[src/rtl/sri_pkg.sv]
package sri_pkg;
   typedef enum logic [2:0] {
      ADR_CTRL  = 3'd0,
      ADR_MODE  = 3'd1,
      ADR_CONF  = 3'd2,
      ADR_DATA  = 3'd3,
      ADR_IDENT = 3'd4,
      ADR_GPO   = 3'd5,
      ADR_OFFS  = 3'd6,
      ADR_FSCL  = 3'd7
   } reg_addr_e;

   typedef enum logic {
      ST_CMD  = 1'b0,
      ST_XFER = 1'b1
   } if_state_e;

   localparam int          CMD_BITS      = 8;
   localparam logic [7:0]  CMD_STREAM_ON  = 8'h5C;
   localparam logic [7:0]  CMD_STREAM_OFF = 8'h58;
endpackage

[src/rtl/sri_sync.sv]
module sri_sync #(
   parameter int               WIDTH   = 3,
   parameter int               STAGES  = 2,
   parameter logic [WIDTH-1:0] RST_VAL = '0
) (
   input  logic             clk,
   input  logic             rst_n,
   input  logic [WIDTH-1:0] async_i,
   output logic [WIDTH-1:0] sync_o,
   output logic [WIDTH-1:0] rise_o,
   output logic [WIDTH-1:0] fall_o
);
   if (STAGES < 2) begin : g_bad_stages
      $error("sri_sync: STAGES must be at least 2");
   end

   logic [WIDTH-1:0] stg [STAGES];
   logic [WIDTH-1:0] prev_q;

   for (genvar g = 0; g < STAGES; g++) begin : g_stage
      if (g == 0) begin : g_first
         always_ff @(posedge clk or negedge rst_n) begin
            if (!rst_n) stg[g] <= RST_VAL;
            else        stg[g] <= async_i;
         end
      end else begin : g_next
         always_ff @(posedge clk or negedge rst_n) begin
            if (!rst_n) stg[g] <= RST_VAL;
            else        stg[g] <= stg[g-1];
         end
      end
   end

   always_ff @(posedge clk or negedge rst_n) begin
      if (!rst_n) prev_q <= RST_VAL;
      else        prev_q <= stg[STAGES-1];
   end

   assign sync_o = stg[STAGES-1];
   assign rise_o = stg[STAGES-1] & ~prev_q;
   assign fall_o = ~stg[STAGES-1] & prev_q;
endmodule

[src/rtl/sri_ones_det.sv]
module sri_ones_det #(
   parameter int LIMIT = 40,
   localparam int CW   = $clog2(LIMIT + 1)
) (
   input  logic clk,
   input  logic rst_n,
   input  logic sample_en,
   input  logic bit_i,
   output logic hit_o
);
   if (LIMIT < 2) begin : g_bad_limit
      $error("sri_ones_det: LIMIT must be at least 2");
   end

   logic [CW-1:0] run_q;

   assign hit_o = sample_en && bit_i && (run_q == CW'(LIMIT - 1));

   always_ff @(posedge clk or negedge rst_n) begin
      if (!rst_n) begin
         run_q <= '0;
      end else if (sample_en) begin
         if (!bit_i || hit_o) run_q <= '0;
         else                 run_q <= run_q + 1'b1;
      end
   end

   // the run counter never reaches the limit itself
   p_run_bound_r10: assert property (@(posedge clk) disable iff (!rst_n)
      run_q < CW'(LIMIT));

   // a zero sample breaks the run
   p_run_break_r10: assert property (@(posedge clk) disable iff (!rst_n)
      (sample_en && !bit_i) |=> (run_q == '0));
endmodule

[src/rtl/sri_regs.sv]
module sri_regs
   import sri_pkg::*;
#(
   parameter int REG_W       = 24,
   parameter int STAT_W      = 8,
   parameter int APPEND_BIT  = 20,
   parameter logic [REG_W-1:0]  MODE_RST = 24'h080060,
   parameter logic [REG_W-1:0]  CONF_RST = 24'h000117,
   parameter logic [REG_W-1:0]  OFFS_RST = 24'h800000,
   parameter logic [REG_W-1:0]  FSCL_RST = 24'h5A0000,
   parameter logic [STAT_W-1:0] GPO_RST  = 8'h00,
   parameter logic [STAT_W-1:0] ID_VAL   = 8'hA4,
   localparam int WORD_W = REG_W + STAT_W,
   localparam int CNT_W  = $clog2(WORD_W + 1)
) (
   input  logic               clk,
   input  logic               rst_n,
   input  logic               clr,
   input  logic               wr_en,
   input  reg_addr_e          wr_addr,
   input  logic [REG_W-1:0]   wr_data,
   input  reg_addr_e          sel_addr,
   input  logic [REG_W-1:0]   conv_data,
   input  logic [STAT_W-1:0]  status,
   output logic [WORD_W-1:0]  sel_word,
   output logic [CNT_W-1:0]   sel_len,
   output logic [REG_W-1:0]   mode_o,
   output logic [REG_W-1:0]   conf_o,
   output logic [REG_W-1:0]   offs_o,
   output logic [REG_W-1:0]   fscl_o,
   output logic [STAT_W-1:0]  gpo_o
);
   if (APPEND_BIT >= REG_W) begin : g_bad_append
      $error("sri_regs: APPEND_BIT outside register");
   end
   if (REG_W < STAT_W) begin : g_bad_width
      $error("sri_regs: REG_W must not be below STAT_W");
   end

   localparam int NWIDE = 4;
   localparam reg_addr_e        WIDE_ADR [NWIDE] = '{ADR_MODE, ADR_CONF, ADR_OFFS, ADR_FSCL};
   localparam logic [REG_W-1:0] WIDE_RST [NWIDE] = '{MODE_RST, CONF_RST, OFFS_RST, FSCL_RST};

   logic [REG_W-1:0]  wide_q [NWIDE];
   logic [STAT_W-1:0] gpo_q;

   for (genvar g = 0; g < NWIDE; g++) begin : g_wide
      always_ff @(posedge clk or negedge rst_n) begin
         if (!rst_n)                              wide_q[g] <= WIDE_RST[g];
         else if (clr)                            wide_q[g] <= WIDE_RST[g];
         else if (wr_en && wr_addr == WIDE_ADR[g]) wide_q[g] <= wr_data;
      end
   end

   always_ff @(posedge clk or negedge rst_n) begin
      if (!rst_n)                            gpo_q <= GPO_RST;
      else if (clr)                          gpo_q <= GPO_RST;
      else if (wr_en && wr_addr == ADR_GPO)  gpo_q <= wr_data[STAT_W-1:0];
   end

   assign mode_o = wide_q[0];
   assign conf_o = wide_q[1];
   assign offs_o = wide_q[2];
   assign fscl_o = wide_q[3];
   assign gpo_o  = gpo_q;

   always_comb begin
      sel_word = '0;
      sel_len  = CNT_W'(REG_W);
      unique case (sel_addr)
         ADR_CTRL: begin
            sel_word = {{REG_W{1'b0}}, status};
            sel_len  = CNT_W'(STAT_W);
         end
         ADR_MODE: sel_word = {{STAT_W{1'b0}}, wide_q[0]};
         ADR_CONF: sel_word = {{STAT_W{1'b0}}, wide_q[1]};
         ADR_DATA: begin
            if (wide_q[0][APPEND_BIT]) begin
               sel_word = {conv_data, status};
               sel_len  = CNT_W'(WORD_W);
            end else begin
               sel_word = {{STAT_W{1'b0}}, conv_data};
            end
         end
         ADR_IDENT: begin
            sel_word = {{REG_W{1'b0}}, ID_VAL};
            sel_len  = CNT_W'(STAT_W);
         end
         ADR_GPO: begin
            sel_word = {{REG_W{1'b0}}, gpo_q};
            sel_len  = CNT_W'(STAT_W);
         end
         ADR_OFFS: sel_word = {{STAT_W{1'b0}}, wide_q[2]};
         ADR_FSCL: sel_word = {{STAT_W{1'b0}}, wide_q[3]};
         default: ;
      endcase
   end

   // a write aimed at a read-only address leaves every register unchanged
   p_ro_discard_r7: assert property (@(posedge clk) disable iff (!rst_n)
      (wr_en && !clr && (wr_addr == ADR_DATA || wr_addr == ADR_IDENT || wr_addr == ADR_CTRL))
      |=> ($stable(wide_q[0]) && $stable(wide_q[1]) && $stable(wide_q[2])
           && $stable(wide_q[3]) && $stable(gpo_q)));

   // a framing reset restores every default
   p_clr_defaults_r10: assert property (@(posedge clk) disable iff (!rst_n)
      clr |=> (wide_q[0] == MODE_RST && gpo_q == GPO_RST && wide_q[3] == FSCL_RST));
endmodule

[src/rtl/sri_cmd_if.sv]
module sri_cmd_if
   import sri_pkg::*;
#(
   parameter int REG_W       = 24,
   parameter int STAT_W      = 8,
   parameter int SYNC_STAGES = 2,
   parameter int ONES_LIMIT  = 40,
   parameter int APPEND_BIT  = 20,
   parameter logic [REG_W-1:0]  MODE_RST = 24'h080060,
   parameter logic [REG_W-1:0]  CONF_RST = 24'h000117,
   parameter logic [REG_W-1:0]  OFFS_RST = 24'h800000,
   parameter logic [REG_W-1:0]  FSCL_RST = 24'h5A0000,
   parameter logic [STAT_W-1:0] GPO_RST  = 8'h00,
   parameter logic [STAT_W-1:0] ID_VAL   = 8'hA4
) (
   input  logic              clk,
   input  logic              rst_n,
   input  logic              cs_n,
   input  logic              sclk,
   input  logic              din,
   output logic              dout,
   input  logic              rdy_n,
   input  logic [REG_W-1:0]  conv_data_i,
   input  logic [STAT_W-1:0] status_i,
   output logic [REG_W-1:0]  mode_o,
   output logic [REG_W-1:0]  conf_o,
   output logic [STAT_W-1:0] gpo_o,
   output logic [REG_W-1:0]  offs_o,
   output logic [REG_W-1:0]  fscl_o,
   output logic              stream_o
);
   localparam int WORD_W = REG_W + STAT_W;
   localparam int CNT_W  = $clog2(WORD_W + 1);
   localparam int CSR_W  = CMD_BITS - 2;

   if (STAT_W != CMD_BITS) begin : g_bad_stat
      $error("sri_cmd_if: STAT_W must equal the command length");
   end

   // ---------------- synchronized pins ----------------
   logic [2:0] pin_s, pin_r, pin_f;
   sri_sync #(.WIDTH(3), .STAGES(SYNC_STAGES), .RST_VAL(3'b110)) u_sync (
      .clk(clk), .rst_n(rst_n), .async_i({cs_n, sclk, din}),
      .sync_o(pin_s), .rise_o(pin_r), .fall_o(pin_f));

   logic cs_act, sclk_r, sclk_f, din_s;
   assign cs_act = ~pin_s[2];
   assign sclk_r = pin_r[1] & cs_act;
   assign sclk_f = pin_f[1] & cs_act;
   assign din_s  = pin_s[0];

   // ---------------- framing recovery ----------------
   logic resync;
   sri_ones_det #(.LIMIT(ONES_LIMIT)) u_ones (
      .clk(clk), .rst_n(rst_n), .sample_en(sclk_r), .bit_i(din_s), .hit_o(resync));

   // ---------------- state ----------------
   if_state_e        state_q;
   logic [CNT_W-1:0] bit_cnt_q, len_q, out_left_q;
   logic [CSR_W-1:0] cmd_sr_q;
   reg_addr_e        addr_q;
   logic             rd_q, cread_q, dout_q, rdy_q;
   logic [WORD_W-1:0] in_sr_q, out_sr_q;

   logic [7:0]        cmd_full;
   reg_addr_e         dec_adr, sel_addr;
   logic [WORD_W-1:0] sel_word, load_word;
   logic [CNT_W-1:0]  sel_len;
   logic              wr_en, xfer_last, rdy_fall;
   logic [REG_W-1:0]  wr_data;

   assign cmd_full  = {1'b0, cmd_sr_q, din_s};
   assign dec_adr   = reg_addr_e'(cmd_full[5:3]);
   assign sel_addr  = cread_q ? ADR_DATA : ((state_q == ST_XFER) ? addr_q : dec_adr);
   assign load_word = sel_word << (CNT_W'(WORD_W) - sel_len);
   assign xfer_last = (bit_cnt_q == len_q - 1'b1);
   assign wr_data   = REG_W'({in_sr_q[WORD_W-2:0], din_s});
   assign wr_en     = (state_q == ST_XFER) && sclk_r && xfer_last && !rd_q && !resync;
   assign rdy_fall  = rdy_q && !rdy_n;

   sri_regs #(
      .REG_W(REG_W), .STAT_W(STAT_W), .APPEND_BIT(APPEND_BIT),
      .MODE_RST(MODE_RST), .CONF_RST(CONF_RST), .OFFS_RST(OFFS_RST),
      .FSCL_RST(FSCL_RST), .GPO_RST(GPO_RST), .ID_VAL(ID_VAL)
   ) u_regs (
      .clk(clk), .rst_n(rst_n), .clr(resync),
      .wr_en(wr_en), .wr_addr(addr_q), .wr_data(wr_data),
      .sel_addr(sel_addr), .conv_data(conv_data_i), .status(status_i),
      .sel_word(sel_word), .sel_len(sel_len),
      .mode_o(mode_o), .conf_o(conf_o), .offs_o(offs_o), .fscl_o(fscl_o), .gpo_o(gpo_o));

   always_ff @(posedge clk or negedge rst_n) begin
      if (!rst_n) rdy_q <= 1'b1;
      else        rdy_q <= rdy_n;
   end

   always_ff @(posedge clk or negedge rst_n) begin
      if (!rst_n) begin
         state_q    <= ST_CMD;
         bit_cnt_q  <= '0;
         len_q      <= '0;
         out_left_q <= '0;
         cmd_sr_q   <= '0;
         addr_q     <= ADR_CTRL;
         rd_q       <= 1'b0;
         cread_q    <= 1'b0;
         dout_q     <= 1'b0;
         in_sr_q    <= '0;
         out_sr_q   <= '0;
      end else if (resync) begin
         state_q    <= ST_CMD;
         bit_cnt_q  <= '0;
         out_left_q <= '0;
         cmd_sr_q   <= '0;
         cread_q    <= 1'b0;
      end else if (!cs_act) begin
         state_q    <= ST_CMD;
         bit_cnt_q  <= '0;
         out_left_q <= '0;
      end else begin
         // output side: bits leave on falling edges
         if (sclk_f) begin
            if (out_left_q != '0) begin
               dout_q     <= out_sr_q[WORD_W-1];
               out_sr_q   <= out_sr_q << 1;
               out_left_q <= out_left_q - 1'b1;
            end else begin
               dout_q <= 1'b0;
            end
         end
         // streaming load wins over a coincident shift
         if (cread_q && rdy_fall) begin
            out_sr_q   <= load_word;
            out_left_q <= sel_len;
         end
         // input side: bits arrive on rising edges
         if (sclk_r) begin
            unique case (state_q)
               ST_CMD: begin
                  if (bit_cnt_q == '0) begin
                     if (!din_s) bit_cnt_q <= CNT_W'(1);
                  end else if (bit_cnt_q != CNT_W'(CMD_BITS - 1)) begin
                     cmd_sr_q  <= {cmd_sr_q[CSR_W-2:0], din_s};
                     bit_cnt_q <= bit_cnt_q + 1'b1;
                  end else begin
                     bit_cnt_q <= '0;
                     if (cread_q) begin
                        if (cmd_full == CMD_STREAM_OFF && !rdy_n) cread_q <= 1'b0;
                     end else if (cmd_full[6] && dec_adr == ADR_DATA && cmd_full[2]) begin
                        cread_q <= 1'b1;
                     end else if (!cmd_full[6] && dec_adr == ADR_CTRL) begin
                        state_q <= ST_CMD;
                     end else begin
                        state_q <= ST_XFER;
                        addr_q  <= dec_adr;
                        rd_q    <= cmd_full[6];
                        len_q   <= sel_len;
                        if (cmd_full[6]) begin
                           out_sr_q   <= load_word;
                           out_left_q <= sel_len;
                        end
                     end
                  end
               end
               ST_XFER: begin
                  in_sr_q <= {in_sr_q[WORD_W-2:0], din_s};
                  if (xfer_last) begin
                     state_q   <= ST_CMD;
                     bit_cnt_q <= '0;
                  end else begin
                     bit_cnt_q <= bit_cnt_q + 1'b1;
                  end
               end
               default: ;
            endcase
         end
      end
   end

   assign dout     = dout_q;
   assign stream_o = cread_q;

   // the output bit moves only after a falling serial-clock edge
   p_dout_on_fall_r12: assert property (@(posedge clk) disable iff (!rst_n)
      !$stable(dout_q) |-> $past(sclk_f));

   // streaming turns on only as a command completes
   p_stream_on_r8: assert property (@(posedge clk) disable iff (!rst_n)
      $rose(cread_q) |-> ($past(sclk_r) && $past(state_q == ST_CMD)));

   // deselect returns the port to command wait
   p_abort_r11: assert property (@(posedge clk) disable iff (!rst_n)
      (!cs_act && !resync) |=> (state_q == ST_CMD && out_left_q == '0 && $stable(cread_q)));

   // framing reset clears streaming and the command position
   p_resync_r10: assert property (@(posedge clk) disable iff (!rst_n)
      resync |=> (!cread_q && state_q == ST_CMD && bit_cnt_q == '0));

   // a leading one keeps the port at the gate position
   p_gate_hold_r2: assert property (@(posedge clk) disable iff (!rst_n)
      (cs_act && sclk_r && !resync && state_q == ST_CMD && bit_cnt_q == '0 && din_s)
      |=> (bit_cnt_q == '0));

   // the output shifter never holds more than one full word
   p_out_bound_r6: assert property (@(posedge clk) disable iff (!rst_n)
      out_left_q <= CNT_W'(WORD_W));
endmodule

[config.mk]
export PLATFORM = sky130hd
export DESIGN_NAME = sri_cmd_if
export DESIGN_NICKNAME = d
export VERILOG_FILES = /design/src/rtl/sri_pkg.sv /design/src/rtl/sri_sync.sv /design/src/rtl/sri_ones_det.sv /design/src/rtl/sri_regs.sv /design/src/rtl/sri_cmd_if.sv
export SDC_FILE = /design/constraint.sdc
export NUM_CORES = 1
export LEC_CHECK = 0
export ABC_AREA = 1
export BUFFER_PORTS_ARGS = -buffer_cell sky130_fd_sc_hd__buf_2
export CAP_MARGIN = 10
export CORE_ASPECT_RATIO = 0.9
export CORE_MARGIN = 5
export CORE_UTILIZATION = 50
export DETAILED_ROUTE_END_ITERATION = 8
export PLACE_DENSITY = 0.7
export SLEW_MARGIN = 0
export SYNTH_ARGS = -nofsm -noshare
export SYNTH_HDL_FRONTEND = slang
export SYNTH_HIERARCHICAL = 1
export SYNTH_SLANG_ARGS = --single-unit
[constraint.sdc]
create_clock -name clk -period 8.4 [get_ports clk]
set_input_delay 0 -clock clk [delete_from_list [all_inputs] [get_ports clk]]
set_output_delay 0 -clock clk [all_outputs]
set_load 0.01 [all_outputs]
==> impl_metrics.yaml <==
clock_network:
  cts_sinks: 204
  htreeDepth: 1
  clk_path_buf_depth: 3
  post_cts_buffers: 0
  cts_tree: "done"
  clockRootBuffer: "clkbuf_16"
  cts_buffers: 23
  clkSlewWorstSetupHoldPaths_ns: 0.06
  clk_latency_ns: 0.53
pwr:
  peakVddDrop_mv: 0.153
  power_mw: 2.39
  intPower_mw: 1.70
  p_sw_share_pct: 28.7
  leakage_nw: 7.40
  powerDensity_mw_per_mm2: 166
  p_clk_share_pct: 41.1
  p_seq_share_pct: 44.5
  power_switching_mw: 0.685
  power.share.combinational_pct: 14.4
setup_path:
  critPathLaunch: "state_q"
  rr_startpoint: "state_q"
  crit_type: "reg -> reg"
  path_delay_family: "simple AND/OR/NAND/NOR gates"
  cp-start-kind: "flop"
  cp_slowest_cell: "dfrtp_1"
  slowest_delay_ns: 0.63
  end_kind: "flop"
  worstPathArrival_ns: 4.76
  critPathMaxFanout: 26
  crit_buf_inv: 5
  crit_chain: "inv_1, o21ai_0, a21oi_2, buf_4, nor2_4, nand2_1, o211ai_1, inv_1, inv_1, xor2_4, inv_2, nor2_4, nand2_2, nor2_1, nor2_1, nor2_1"
  cp.required_ns: 8.85
floorplan:
  dieArea_mm2: 0.0291
  rows: 55
  start_util_pct: 51.0
  core-area_mm2: 0.0253
  ioPinCount: 144
  dieHeight_um: 162
  die_w_um: 179
global_routing:
  grt_pass1_wl_um: 66100
  grt_usage_pct: 28.1
  grt_pass1_vias: 12100
  grt_max_degree: 76
  antenna_found_initial: 1
  grt_overflow_total: 0
logic_synthesis:
  yosys_warnings: 6
  syn_area_mm2: 0.0129
  avgSynthCellArea_um2: 6.87
  synth_cells: 1879
final_layout:
  layout_common_cells: "nand2_1 (622), nand3_1 (256), nor2_1 (200), dfrtp_1 (185), inv_1 (143)"
  diodes: 0
  seq_area_mm2: 0.00513
  n_fill_cell: 2535
  drive_above_1_share_pct: 14.7
  final_util_pct: 56.7
  fin_nets: 2005
  final_common_cell: "nand2_1"
  area_growth_pct: 11.2
  multi_input_area_mm2: 0.00659
sta:
  max_freq_mhz: 232
  skew_ns: 0.0120
  slew_headroom_pct: 25.2
  layout_min_cycle_time_ns: 4.31
  setup_tns_ns: 0
  rsz0062_at_grt: "no"
  worst_pin_slew_ns: 1.12
  drv_slew: 0
  finalHoldViolations: 0
  timing.final.ws_setup_ns: 4.09
  fin_crit_sh_pct: 51.3
  setup_viol: 0
placement:
  dp_hpwl_um: 29100
  place_congestion: 0.941
  pre_cts_slack_ns: 4.20
  portBuffers: 143
route:
  num_vias: 13000
  wl_per_cell_um: 17.8
  route.detailed.drc: 0
  vias_per_cell: 5.59
  first_pass_iters: 6
  wl_um: 41200
  drtIter0Drc: 1583
  antenna_left: 0
status:
  status: "complete, no violations"
hold_path:
  hold_path_class: "in -> async"
flow_run:
  cap_violations: 0
## layer usage
layer,GRT usage (%),part of all wire (%),up-vias
met5,0,0.032,-
met4,7.03,2.6,2
met3,4.71,7.9,79
met2,42.5,44,533
met1,42.1,45,6147
li1,-,-,6215
## area by class of cell
class / count / area share, %
clock buffer: 34 / 4.51
clock inverter: 8 / 0.523
inverter: 161 / 4.29
multi-input combinational: 1412 / 45.9
sequential: 204 / 35.7
tap: 342 / 2.98
timing repair buffer: 159 / 6.07
## power groups by stage
stage               Combinational [mW]  Clock, mW  Sequential, mW
floorplan                        0.243          0            1.07
global placement                 0.322          0            1.08
detailed placement               0.326          0            1.08
CTS                              0.329       1.00            1.06
global route                     0.392       1.04            1.07
finish                           0.343      0.982            1.06
## worst register-to-register path, stage by stage, from the launching register on
cell and delay (ns):
dfrtp_1 0.63, inv_1 0.21, o21ai_0 0.23, a21oi_2 0.05
buf_4 0.25, nor2_4 0.52, nand2_1 0.43, o211ai_1 0.22
inv_1 0.07, inv_1 0.18, xor2_4 0.44, inv_2 0.27
nor2_4 0.30, nand2_2 0.17, nor2_1 0.15, nor2_1 0.05
nor2_1 0.08
## repair_timing
action	4_1_cts	5_1_grt
hold buffers	5	0
setup endpoints to repair	0	0
hold endpoints to repair	79	0
gates resized for setup	0	0
## state kept, by name, summed over array words and instances, names as in the netlist, 8 cells and up
signal,count
in_sr_q,23
u_regs/fscl_o,24
out_sr_q,32
u_regs/mode_o,24
u_regs/conf_o,24
u_regs/offs_o,24
u_regs/gpo_o,8
## worst paths after layout
kind	to	slack, ns	depth (start not counted)
min in group clk	u_sync/stg[4]	0.11	2
worst min register to register	u_sync/sync_o[0]	0.34	0
worst max register to register	out_sr_q[8]	4.09	16
max in group asynchronous	bit_cnt_q[2]	6.23	4
worst max-delay path	out_sr_q[8]	4.09	16
worst min-delay path	u_regs/fscl_o[3]	0.07	2
## stage by stage
stage | std cells | hold slack, ns | area [µm²]
after detailed placement | 2271 | 0.0591 | 13600
after CTS | 2318 | 0.0872 | 14300
after global placement | 2271 | 0.0622 | 13600
after global routing | 2320 | 0.114 | 14400
after floorplan | 1881 | -0.296 | 12900
final | 2320 | 0.0715 | 14400
Note: power is estimated with default switching activity, not from simulation.
